File: config.mk
export PLATFORM = sky130hd
export DESIGN_NAME = mem_watch_irq
export DESIGN_NICKNAME = d
export VERILOG_FILES = /design/src/rtl/mem_watch_irq.sv
export SDC_FILE = /design/constraint.sdc
export NUM_CORES = 1
export LEC_CHECK = 0
export BUFFER_PORTS_ARGS = -buffer_cell sky130_fd_sc_hd__buf_2
export CORE_MARGIN = 2
export CORE_UTILIZATION = 35
export DETAILED_ROUTE_END_ITERATION = 10
export GPL_TIMING_DRIVEN = 0
export PLACE_DENSITY = 0.61
export SYNTH_ARGS = -nofsm -noshare
export SYNTH_HDL_FRONTEND = slang
export SYNTH_SLANG_ARGS = --single-unit
File: constraint.sdc
create_clock -name clk -period 2.4 [get_ports clk]
set_clock_uncertainty 0.2 [all_clocks]
set_input_delay 0.48 -clock clk [delete_from_list [all_inputs] [get_ports clk]]
set_output_delay 0.48 -clock clk [all_outputs]
set_load 0.01 [all_outputs]
File: src/rtl/mem_watch_irq.sv
module mem_watch_irq #(
  parameter int ADDR_W = 16,
  parameter int DATA_W = 32
) (
  input  logic                  clk,
  input  logic                  rst_n,
  input  logic                  reg_we,
  input  logic [2:0]            reg_addr,
  input  logic [DATA_W-1:0]     reg_wdata,
  output logic [DATA_W-1:0]     reg_rdata,
  input  logic [2:0]            acc_valid,
  input  logic [2:0]            acc_write,
  input  logic [3*ADDR_W-1:0]   acc_addr,
  input  logic [2:0]            unalloc_err,
  output logic                  irq
);
  localparam int NR     = 3;
  localparam int NS     = 2 * NR;
  localparam int UNIT_W = ADDR_W - 3;
  localparam logic [2:0] A_STAT  = 3'd0;
  localparam logic [2:0] A_SEN   = 3'd1;
  localparam logic [2:0] A_GEN   = 3'd2;
  localparam logic [2:0] A_WATCH = 3'd3;

  logic [NS-1:0]          status, stat_en, sig_en;
  logic [NR-1:0]          w_dir;
  logic [UNIT_W-1:0]      w_unit [NR];
  logic [NR-1:0]          hit;
  logic [NS-1:0]          evt, set_v, clr_v;

  for (genvar r = 0; r < NR; r++) begin : g_rgn
    logic [ADDR_W-1:0] a;
    assign a      = acc_addr[r*ADDR_W +: ADDR_W];
    assign hit[r] = acc_valid[r] && (acc_write[r] == w_dir[r]) && (a[ADDR_W-1:3] == w_unit[r]);

    AST_MISDIR_NO_MATCH: assert property (@(posedge clk) disable iff (!rst_n)
      $past(acc_valid[r] && (acc_write[r] != w_dir[r])) |-> !$rose(status[NR+r]));
  end

  assign evt   = {hit, unalloc_err};
  assign set_v = evt & stat_en;
  assign clr_v = (reg_we && reg_addr == A_STAT) ? reg_wdata[NS-1:0] : '0;

  always_ff @(posedge clk or negedge rst_n) begin
    if (!rst_n) begin
      status  <= '0;
      stat_en <= '0;
      sig_en  <= '0;
      w_dir   <= '0;
      irq     <= 1'b0;
      for (int r = 0; r < NR; r++) w_unit[r] <= '0;
    end else begin
      status <= (status & ~clr_v) | set_v;
      irq    <= |(status & sig_en);
      if (reg_we && reg_addr == A_SEN) stat_en <= reg_wdata[NS-1:0];
      if (reg_we && reg_addr == A_GEN) sig_en  <= reg_wdata[NS-1:0];
      for (int r = 0; r < NR; r++) begin
        if (reg_we && reg_addr == A_WATCH + 3'(r)) begin
          w_dir[r]  <= reg_wdata[0];
          w_unit[r] <= reg_wdata[UNIT_W:1];
        end
      end
    end
  end

  always_comb begin
    reg_rdata = '0;
    case (reg_addr)
      A_STAT:  reg_rdata = DATA_W'(status);
      A_SEN:   reg_rdata = DATA_W'(stat_en);
      A_GEN:   reg_rdata = DATA_W'(sig_en);
      3'd3:    reg_rdata = DATA_W'({w_unit[0], w_dir[0]});
      3'd4:    reg_rdata = DATA_W'({w_unit[1], w_dir[1]});
      3'd5:    reg_rdata = DATA_W'({w_unit[2], w_dir[2]});
      default: reg_rdata = '0;
    endcase
  end

  logic unused_bits;
  assign unused_bits = ^{reg_wdata, acc_addr};

  AST_RISE_NEEDS_EVENT: assert property (@(posedge clk) disable iff (!rst_n)
    ((status & ~$past(status)) & ~$past(evt)) == '0);
  AST_RISE_NEEDS_ENABLE: assert property (@(posedge clk) disable iff (!rst_n)
    ((status & ~$past(status)) & ~$past(stat_en)) == '0);
  AST_W1C_CLEARS: assert property (@(posedge clk) disable iff (!rst_n)
    $past(reg_we && reg_addr == A_STAT) |->
      ((status & $past(reg_wdata[NS-1:0]) & ~$past(evt & stat_en)) == '0));
  AST_SET_WINS: assert property (@(posedge clk) disable iff (!rst_n)
    ((status & $past(evt & stat_en)) == $past(evt & stat_en)));
  AST_IRQ_NEEDS_SIGEN: assert property (@(posedge clk) disable iff (!rst_n)
    irq |-> ($past(sig_en) != '0));
  AST_STATUS_READ_RANGE: assert property (@(posedge clk) disable iff (!rst_n)
    (reg_addr == A_STAT) |-> (reg_rdata[DATA_W-1:NS] == '0));
endmodule

==> results of run 1 <==
what timing repair did:
| item | 4_1_cts | 5_1_grt |
|---|---|---|
| pin swaps | 0 | 0 |
| resized for setup | 6 | 6 |
| endpoints found under the setup margin | 14 | 3 |
Yosys cell counts, drive strengths merged:
cell type / number / area (um2)
a22o: 4 / 35.0
nor2: 3 / 18.8
mux2: 60 / 713
a32o: 2 / 20.0
nor3: 4 / 20.0
inv: 2 / 7.51
conb: 1 / 3.75
xor2: 23 / 201
and2b: 1 / 10.0
clkbuf: 2 / 7.51
a21oi: 3 / 15.0
buf: 30 / 211
nand2: 19 / 78.8
nor4: 6 / 37.5
mux2i: 12 / 120
dfrtp: 61 / 1530
and2: 1 / 6.26
xnor2: 19 / 166
o22ai: 5 / 31.3
and3b: 3 / 26.3
nand3: 5 / 30.0
nor2b: 2 / 15.0
a22oi: 11 / 82.6
o221ai: 1 / 8.76
nand4: 4 / 25.0
nand2b: 1 / 6.26
o21ai: 10 / 50.0
state kept, by name (all words and copies together) (netlist names):
register,count
w_unit,39
sig_en,6
stat_en,6
status,6
w_dir,3
irq,1
per-layer routing:
layer / global-route usage (%) / vias to the layer above
met5: 0 / -
met4: 5.79 / 0
met3: 4.22 / 10
met2: 30.0 / 84
met1: 24.1 / 1277
li1: - / 1229
layout make-up:
class / instances / area share [%]
buffer: 32 / 5.60
clock buffer: 10 / 3.17
clock inverter: 5 / 1.41
inverter: 2 / 0.173
multi-input combinational: 217 / 41.2
sequential: 61 / 35.2
tap: 133 / 3.84
timing repair buffer: 81 / 9.40
power groups by stage:
stage          sequential (mW)  clock (mW)  combinational, mW
2_1_floorplan             1.40           0              0.538
3_3_place_gp              1.44           0              0.776
3_5_place_dp              1.46           0              0.785
4_1_cts                   1.44       0.952              0.792
5_1_grt                   1.47        1.00              0.864
6_report                  1.44       0.933              0.786
worst max-delay path, stage by stage:
cell	delay, ns
buf_4	0.18
buf_8	0.18
mux2_2	0.36
a22oi_1	0.15
o22ai_1	0.14
buf_2	0.16
kinds of logic after synthesis:
family / after synthesis / synth area share [%]
compound gates: 36 / 6.99
other cells: 1 / 0.108
simple gates: 49 / 7.89
buf+inv: 34 / 6.52
flops: 61 / 43.9
xor+xnor: 42 / 10.6
mux: 72 / 24.0
how the worst max path moves through the flow:
stage                     start      endpoint  slack [ns]  cells past startpoint
finish              reg_addr[0]  reg_rdata[1]        0.07                      6
floorplan           reg_addr[0]  reg_rdata[1]        0.25                      5
global placement    reg_addr[2]  reg_rdata[4]       -0.24                      8
detailed placement  reg_addr[2]  reg_rdata[4]       -0.27                      8
CTS                 reg_addr[1]  reg_rdata[1]        0.04                      6
global route        reg_addr[0]  reg_rdata[1]       0.004                      6
==> impl_metrics.json, run 1 <==
{
  "status": "complete, no violations",
  "power_density_nw_per_um2": 727,
  "syn_avg_cell_area_um2": 11.8,
  "cp.required_ns": 1.72,
  "antenna_left": 0,
  "top_layer_used": "met4",
  "ir_worst_vdd_mv": 0.351,
  "dieArea_um2": 10700,
  "synth_area_um2": 3470,
  "clock_sinks": 61,
  "crit_arrival_ns": 1.65,
  "syn_to_final_growth_pct": 24.8,
  "cts_tree": "built",
  "met1_length_mm": 4.39,
  "grt-ovfl-total": 0,
  "hold_slack_ns": 0.00603,
  "dpl.hpwl_mm": 7.00,
  "pin_count": 128,
  "fin_area_um2": 4340,
  "regArea_um2": 1530,
  "layout-drive-gt1-share_pct": 41.4,
  "rsz0062_at_grt": "false",
  "finalHoldViolations": 0,
  "finalCritPeriodShare_pct": 97.2,
  "netSwitchingFraction_pct": 30.9,
  "critical_path.max_fanout": 10,
  "postCtsHoldBufs": 0,
  "fmax_ghz": 0.429,
  "initial_utilization_pct": 35.9,
  "ff2ff_path_depth": 4,
  "drtIter0Drc": 108,
  "gr-usage-all-layers_pct": 18.3,
  "place_congestion": 0.812,
  "postSynthCellCount": 295,
  "layout_min_cycle_time_ns": 2.33,
  "rows": 36,
  "synth_seq_area_share_pct": 43.9,
  "slew_headroom_pct": 46.6,
  "min_path_type": "input pin to async pin",
  "power.share.clock_pct": 29.6,
  "routed_wl_mm": 9.39,
  "layout.nets": 499,
  "grt_max_degree": 62,
  "grt_pass1_vias": 2705,
  "fin_ws_ns": 0.0665,
  "ctsRootBufferMaster": "clkbuf_8",
  "coreArea_um2": 9680,
  "synth_seq_cells": 61,
  "worst_pin_slew_ns": 0.801,
  "dp_cells": 526,
  "start_kind": "input pin",
  "leakagePower_nw": 2.06,
  "critPathCaptureType": "output port",
  "cts_made_buffers": 9,
  "final_cell_mix": "buf_2 (85), dfrtp_1 (61), mux2_2 (25), mux2_1 (25)",
  "finish.utilization_pct": 44.8,
  "grt_pass1_wl_mm": 15.0,
  "setup-violations-final": 0,
  "path_clk_slew_ns": 0.08,
  "cts_buffer_depth": 2,
  "clk_latency_ns": 0.35,
  "fill_cells": 959,
  "cts.htree.levels": 3,
  "maxCapViolCount": 0,
  "worstSetupPathType": "input pin to output port",
  "layout_commonest_cell": "buf_2",
  "combPwrFrac_pct": 24.9,
  "power_frac_seq_pct": 45.5,
  "dr.pass1.iters": 4,
  "portBuffers": 81,
  "fp.dieW_um": 104,
  "power.total_mw": 3.16,
  "fin_cells": 541,
  "die-height_um": 104,
  "route.met2.wl_mm": 4.47,
  "post-place-ws_ns": -0.270,
  "r2r_setup_slack_ns": 0.87,
  "dpl_cell_area_um2": 4110,
  "multiInputGateArea_um2": 1790,
  "switchingPower_mw": 0.975,
  "p_int_mw": 2.18,
  "post_cts.repair.setup_buffers": 0,
  "antenna_found_initial": 0,
  "final.setup.tns_ns": 0,
  "route.detailed.drc": 0,
  "diodes": 0,
  "yosysWarnings": 0,
  "slew_violations": 0,
  "regToRegEndpoint": "status[3]",
  "viasPerCell": 4.81,
  "dr_wl_met3_um": 410,
  "r2r-start": "w_unit[33]",
  "wl_per_cell_um": 17.4,
  "synth.distinct_cells": 36,
  "vias": 2600
}
(Power assumes the default switching activity.)
==> inputs of run 2 (changes only) <==
--- a/config.mk
+++ b/config.mk
@@ -12,3 +12,3 @@
 export GPL_TIMING_DRIVEN = 0
-export PLACE_DENSITY = 0.61
+export PLACE_DENSITY = 0.63
 export SYNTH_ARGS = -nofsm -noshare
==> constraint.sdc (replaced) <==
create_clock -name clk -period 2.1 [get_ports clk]
set_clock_uncertainty 0.2 [all_clocks]
set_input_delay 0 -clock clk [delete_from_list [all_inputs] [get_ports clk]]
set_output_delay 0 -clock clk [all_outputs]
set_load 0.01 [all_outputs]
==> impl_metrics.json, run 2 (synthesis gave the netlist of run 1 again) <==
{
  "cts_buffer_depth": 2,
  "rows": 36,
  "cts.htree.levels": 3,
  "critical_path.max_fanout": 3,
  "portBuffers": 81,
  "post-place-ws_ns": 0.381,
  "dpl.hpwl_mm": 7.19,
  "diodes": 0,
  "die-height_um": 104,
  "setup-violations-final": 0,
  "pin_count": 128,
  "worst_pin_slew_ns": 0.786,
  "cp.required_ns": 2.19,
  "largest_reg_flops": 39,
  "viasPerCell": 4.84,
  "clk_latency_ns": 0.35,
  "drtIter0Drc": 107,
  "crit_path_max_incr_delay_ns": 0.59,
  "grt_pass1_vias": 2981,
  "coreArea_um2": 9680,
  "place_congestion": 0.808,
  "dieArea_um2": 10700,
  "r2r-start": "w_unit[31]",
  "route.detailed.drc": 0,
  "finalCritPeriodShare_pct": 93.8,
  "grt_pass1_wl_mm": 15.9,
  "status": "complete, no violations",
  "crit_arrival_ns": 2.06,
  "antenna_left": 0,
  "critPathCaptureType": "register",
  "dr.pass1.iters": 4,
  "maxCapViolCount": 0,
  "critPathLaunch": "w_unit[31]",
  "ir_worst_vdd_mv": 0.263,
  "start_kind": "register",
  "fin_ws_ns": 0.130,
  "cts_tree": "built",
  "vias": 2798,
  "worstSetupPathType": "register to register",
  "initial_utilization_pct": 35.9,
  "grt-ovfl-total": 0,
  "path_clk_slew_ns": 0.08,
  "min_path_type": "input pin to register",
  "antenna_found_initial": 0,
  "multiInputGateArea_um2": 1810,
  "hold_slack_ns": 0.0271,
  "leakagePower_nw": 2.20,
  "path_cells": "xnor2_2, nand3_1, nor4_1, dlygate4sd3_1, a32o_1",
  "regArea_um2": 1530,
  "final_cell_mix": "buf_2 (87), dfrtp_1 (61), dlygate4sd3_1 (36), mux2_2 (25), mux2_1 (25)",
  "slew_violations": 0,
  "clock_sinks": 61,
  "fmax_ghz": 0.508,
  "finish.utilization_pct": 48.3,
  "cts_made_buffers": 9,
  "slew_headroom_pct": 47.6,
  "wl_per_cell_um": 17.2,
  "layout_min_cycle_time_ns": 1.97,
  "fp.dieW_um": 104,
  "top_register": "w_unit",
  "gr-usage-all-layers_pct": 19.2,
  "layout_commonest_cell": "buf_2",
  "cp_slowest_cell": "dlygate4sd3_1",
  "routed_wl_mm": 9.94,
  "final.setup.tns_ns": 0,
  "ctsRootBufferMaster": "clkbuf_8",
  "power_density_nw_per_um2": 772,
  "layout.nets": 535,
  "rsz0062_at_grt": "false",
  "fill_cells": 925,
  "r2r_setup_slack_ns": 0.13,
  "syn_to_final_growth_pct": 34.7,
  "min_from": "acc_addr[23]",
  "grt_max_degree": 62,
  "finalHoldViolations": 0,
  "power.total_mw": 3.61,
  "layout-drive-gt1-share_pct": 38.2
}
==> run 2: changes by cell type in the layout (fill, tap and decap cells not counted), moves of 2 or more <==
cell,change
buf_2,+2
clkbuf_1,+2
clkbuf_4,-2
dlygate4sd3_1,+36
xnor2_1,-2
xnor2_2,+2
==> run 2: layer usage <==
layer  wire (um)  track usage (%)  vias up
met3         495             5.35       18
met1        4330             24.2     1391
li1            -                -     1306
met4         257             6.56        0
met2        4860             31.8       83
met5           0                0        -
==> run 2: cell type report <==
class                           count  area share, %
Sequential cell                    61           32.6
Clock buffer                       11           3.23
Tap cell                          133           3.56
Multi-Input combinational cell    217           38.6
Clock inverter                      5          0.748
Buffer                             32           4.68
Inverter                            2          0.160
Timing Repair Buffer              117           16.4
==> run 2: power breakdown <==
| part | switching, mW | internal [mW] |
|---|---|---|
| combinational | 0.424 | 0.553 |
| clock | 0.503 | 0.490 |
| sequential | 0.226 | 1.42 |
| total | 1.15 | 2.46 |
==> run 2: what timing repair did <==
action	4_1_cts	5_1_grt
hold buffers	36	0
hold endpoints to repair	121	0
endpoints found under the setup margin	0	3
setup buffers	0	0
gates resized for setup	0	3
==> run 2: final timing paths <==
check                            endpoint  depth (start not counted)
min in group asynchronous        w_dir[2]                          2
worst min register to register  sig_en[4]                          1
worst max register to register  status[3]                          5
max in group asynchronous       sig_en[3]                          2
worst min-delay path            status[4]                          4
worst max-delay path            status[3]                          5
==> run 2: worst max-delay path: cells and delay by family, from the launching register on <==
kind,cells,cell delay [ns]
DFF,1,0.43
AOI/OAI and AO/OA,1,0.16
and+or+nand+nor,2,0.33
xor gates and xnor gates,1,0.20
buffers and inverters,1,0.59
==> run 2: stage by stage <==
step | instances | cell area (um2)
2_1_floorplan | 312 | 3540
3_3_place_gp | 526 | 4110
3_5_place_dp | 526 | 4110
4_1_cts | 578 | 4660
5_1_grt | 578 | 4680
6_report | 578 | 4680
==> inputs of run 3 (changes only) <==
- CELL_PAD_IN_SITES_DETAIL_PLACEMENT: not set -> 1
- CELL_PAD_IN_SITES_GLOBAL_PLACEMENT: not set -> 1
- CORE_UTILIZATION: 35 -> 34
- PLACE_DENSITY: 0.63 -> 0.77
==> impl_metrics.json, run 3 (synthesis gave the netlist of run 1 again) <==
{
  "min_from": "acc_addr[46]",
  "final.setup.tns_ns": 0,
  "pin_count": 128,
  "dp_cells": 526,
  "slew_violations": 0,
  "grt_pass1_vias": 3048,
  "path_delay_family": "buffers and inverters",
  "crit_path_max_incr_delay_ns": 0.57,
  "layout_commonest_cell": "buf_2",
  "fmax_ghz": 0.498,
  "critical_path.max_fanout": 3,
  "diodes": 0,
  "hold_slack_ns": -0.000130,
  "fill_cells": 1109,
  "finalCritPeriodShare_pct": 95.7,
  "grt_pass1_wl_mm": 16.8,
  "cts_tree": "built",
  "dpl.hpwl_mm": 7.61,
  "fin_area_um2": 4650,
  "cts_resized": 0,
  "layout.nets": 534,
  "min_path_type": "input pin to register",
  "routed_wl_mm": 10.5,
  "ctsRootBufferMaster": "clkbuf_8",
  "clock_sinks": 61,
  "route.detailed.drc": 0,
  "initial_utilization_pct": 35.2,
  "crit_arrival_ns": 2.09,
  "violations": "negative hold slack",
  "dpl_cell_area_um2": 4110,
  "die-height_um": 105,
  "fin_cells": 577,
  "grt_max_degree": 62,
  "cts_made_buffers": 9,
  "r2r-start": "w_unit[18]",
  "fin_ws_ns": 0.0911,
  "finalHoldViolations": 1,
  "coreArea_um2": 9860,
  "antenna_found_initial": 0,
  "cp_slowest_cell": "dlygate4sd3_1",
  "post-place-ws_ns": 0.425,
  "top_register": "w_unit",
  "critPathCaptureType": "register",
  "rows": 36,
  "clk_latency_ns": 0.35,
  "gr-usage-all-layers_pct": 20.0,
  "status": "finished, violations left",
  "viasPerCell": 4.86,
  "power.total_mw": 3.69,
  "path_cells": "xnor2_1, nand3_1, dlygate4sd3_1, nor4_1, a32o_1",
  "post_cts.repair.setup_buffers": 0,
  "path_clk_slew_ns": 0.07,
  "ir_worst_vdd_mv": 0.380,
  "cts_buffer_depth": 2,
  "final_cell_mix": "buf_2 (87), dfrtp_1 (61), dlygate4sd3_1 (35), mux2_2 (25), mux2_1 (25)",
  "worst_pin_slew_ns": 0.814,
  "leakagePower_nw": 2.20,
  "cp.buffers_inverters": 1,
  "cp.required_ns": 2.19,
  "fp.dieW_um": 105,
  "critPathLaunch": "w_unit[18]",
  "maxCapViolCount": 0,
  "power_density_nw_per_um2": 793,
  "place_congestion": 0.856,
  "syn_to_final_growth_pct": 34.0,
  "layout_min_cycle_time_ns": 2.01,
  "dr.pass1.iters": 4,
  "start_kind": "register",
  "rsz0062_at_grt": "false",
  "cts.htree.levels": 3,
  "dieArea_um2": 11000,
  "largest_reg_flops": 39,
  "wl_per_cell_um": 18.2,
  "setup-violations-final": 0,
  "grt-ovfl-total": 0,
  "vias": 2805,
  "worstSetupPathType": "register to register",
  "portBuffers": 81,
  "drtIter0Drc": 111,
  "slew_headroom_pct": 45.7,
  "antenna_left": 0,
  "layout-drive-gt1-share_pct": 37.4,
  "finish.utilization_pct": 47.2
}
-- run 3: cell types whose count changed in the layout (fill, tap and decap cells not counted), sizes merged --
cell         before  now
clkinvlp          4    0
clkinv            1    4
bufinv            0    1
dlygate4sd3      36   35
-- run 3: final cells by class --
class                      count  area, um2  share of cell area [%]
inverter                       2       7.51                   0.161
clock buffer                  11        141                    3.04
multi-input combinational    217       1790                    38.4
buffer                        32        219                    4.70
timing repair buffer         116        758                    16.3
tap                          133        166                    3.58
sequential                    61       1530                    32.8
clock inverter                 5       50.0                    1.08
-- run 3: final timing paths --
kind / slack, ns / cells past startpoint / end
max in group asynchronous: 1.08 / 2 / w_unit[18]
min reg2reg: 0.33 / 1 / sig_en[4]
max: 0.09 / 5 / status[4]
min: -0.0001 / 5 / status[5]
max reg2reg: 0.09 / 5 / status[4]
min in group asynchronous: 0.09 / 2 / w_dir[0]
-- run 3: metal layers --
metal  wire length, um  track usage, %  vias to the layer above
met5                 0               0                        -
met4               311            9.24                        0
met3               402            3.31                       19
met2              5050            32.4                       78
met1              4770            26.2                     1409
li1                  -               -                     1299
-- run 3: repair_timing --
item                                   4_1_cts  5_1_grt
endpoints found under the hold margin      121        0
hold buffers                                35        0
setup endpoints to repair                    0        0
-- run 3: where the power goes --
| part | internal, mW | switching, mW |
|---|---|---|
| clock network | 0.573 | 0.487 |
| registers | 1.42 | 0.225 |
| logic | 0.553 | 0.435 |
| total | 2.54 | 1.15 |
-- run 3: worst min-delay path, cell delays in order --
cell     delay (ns)
buf_2          0.08
xnor2_1        0.08
nand4_1        0.10
nor4_1         0.05
a22o_1         0.19
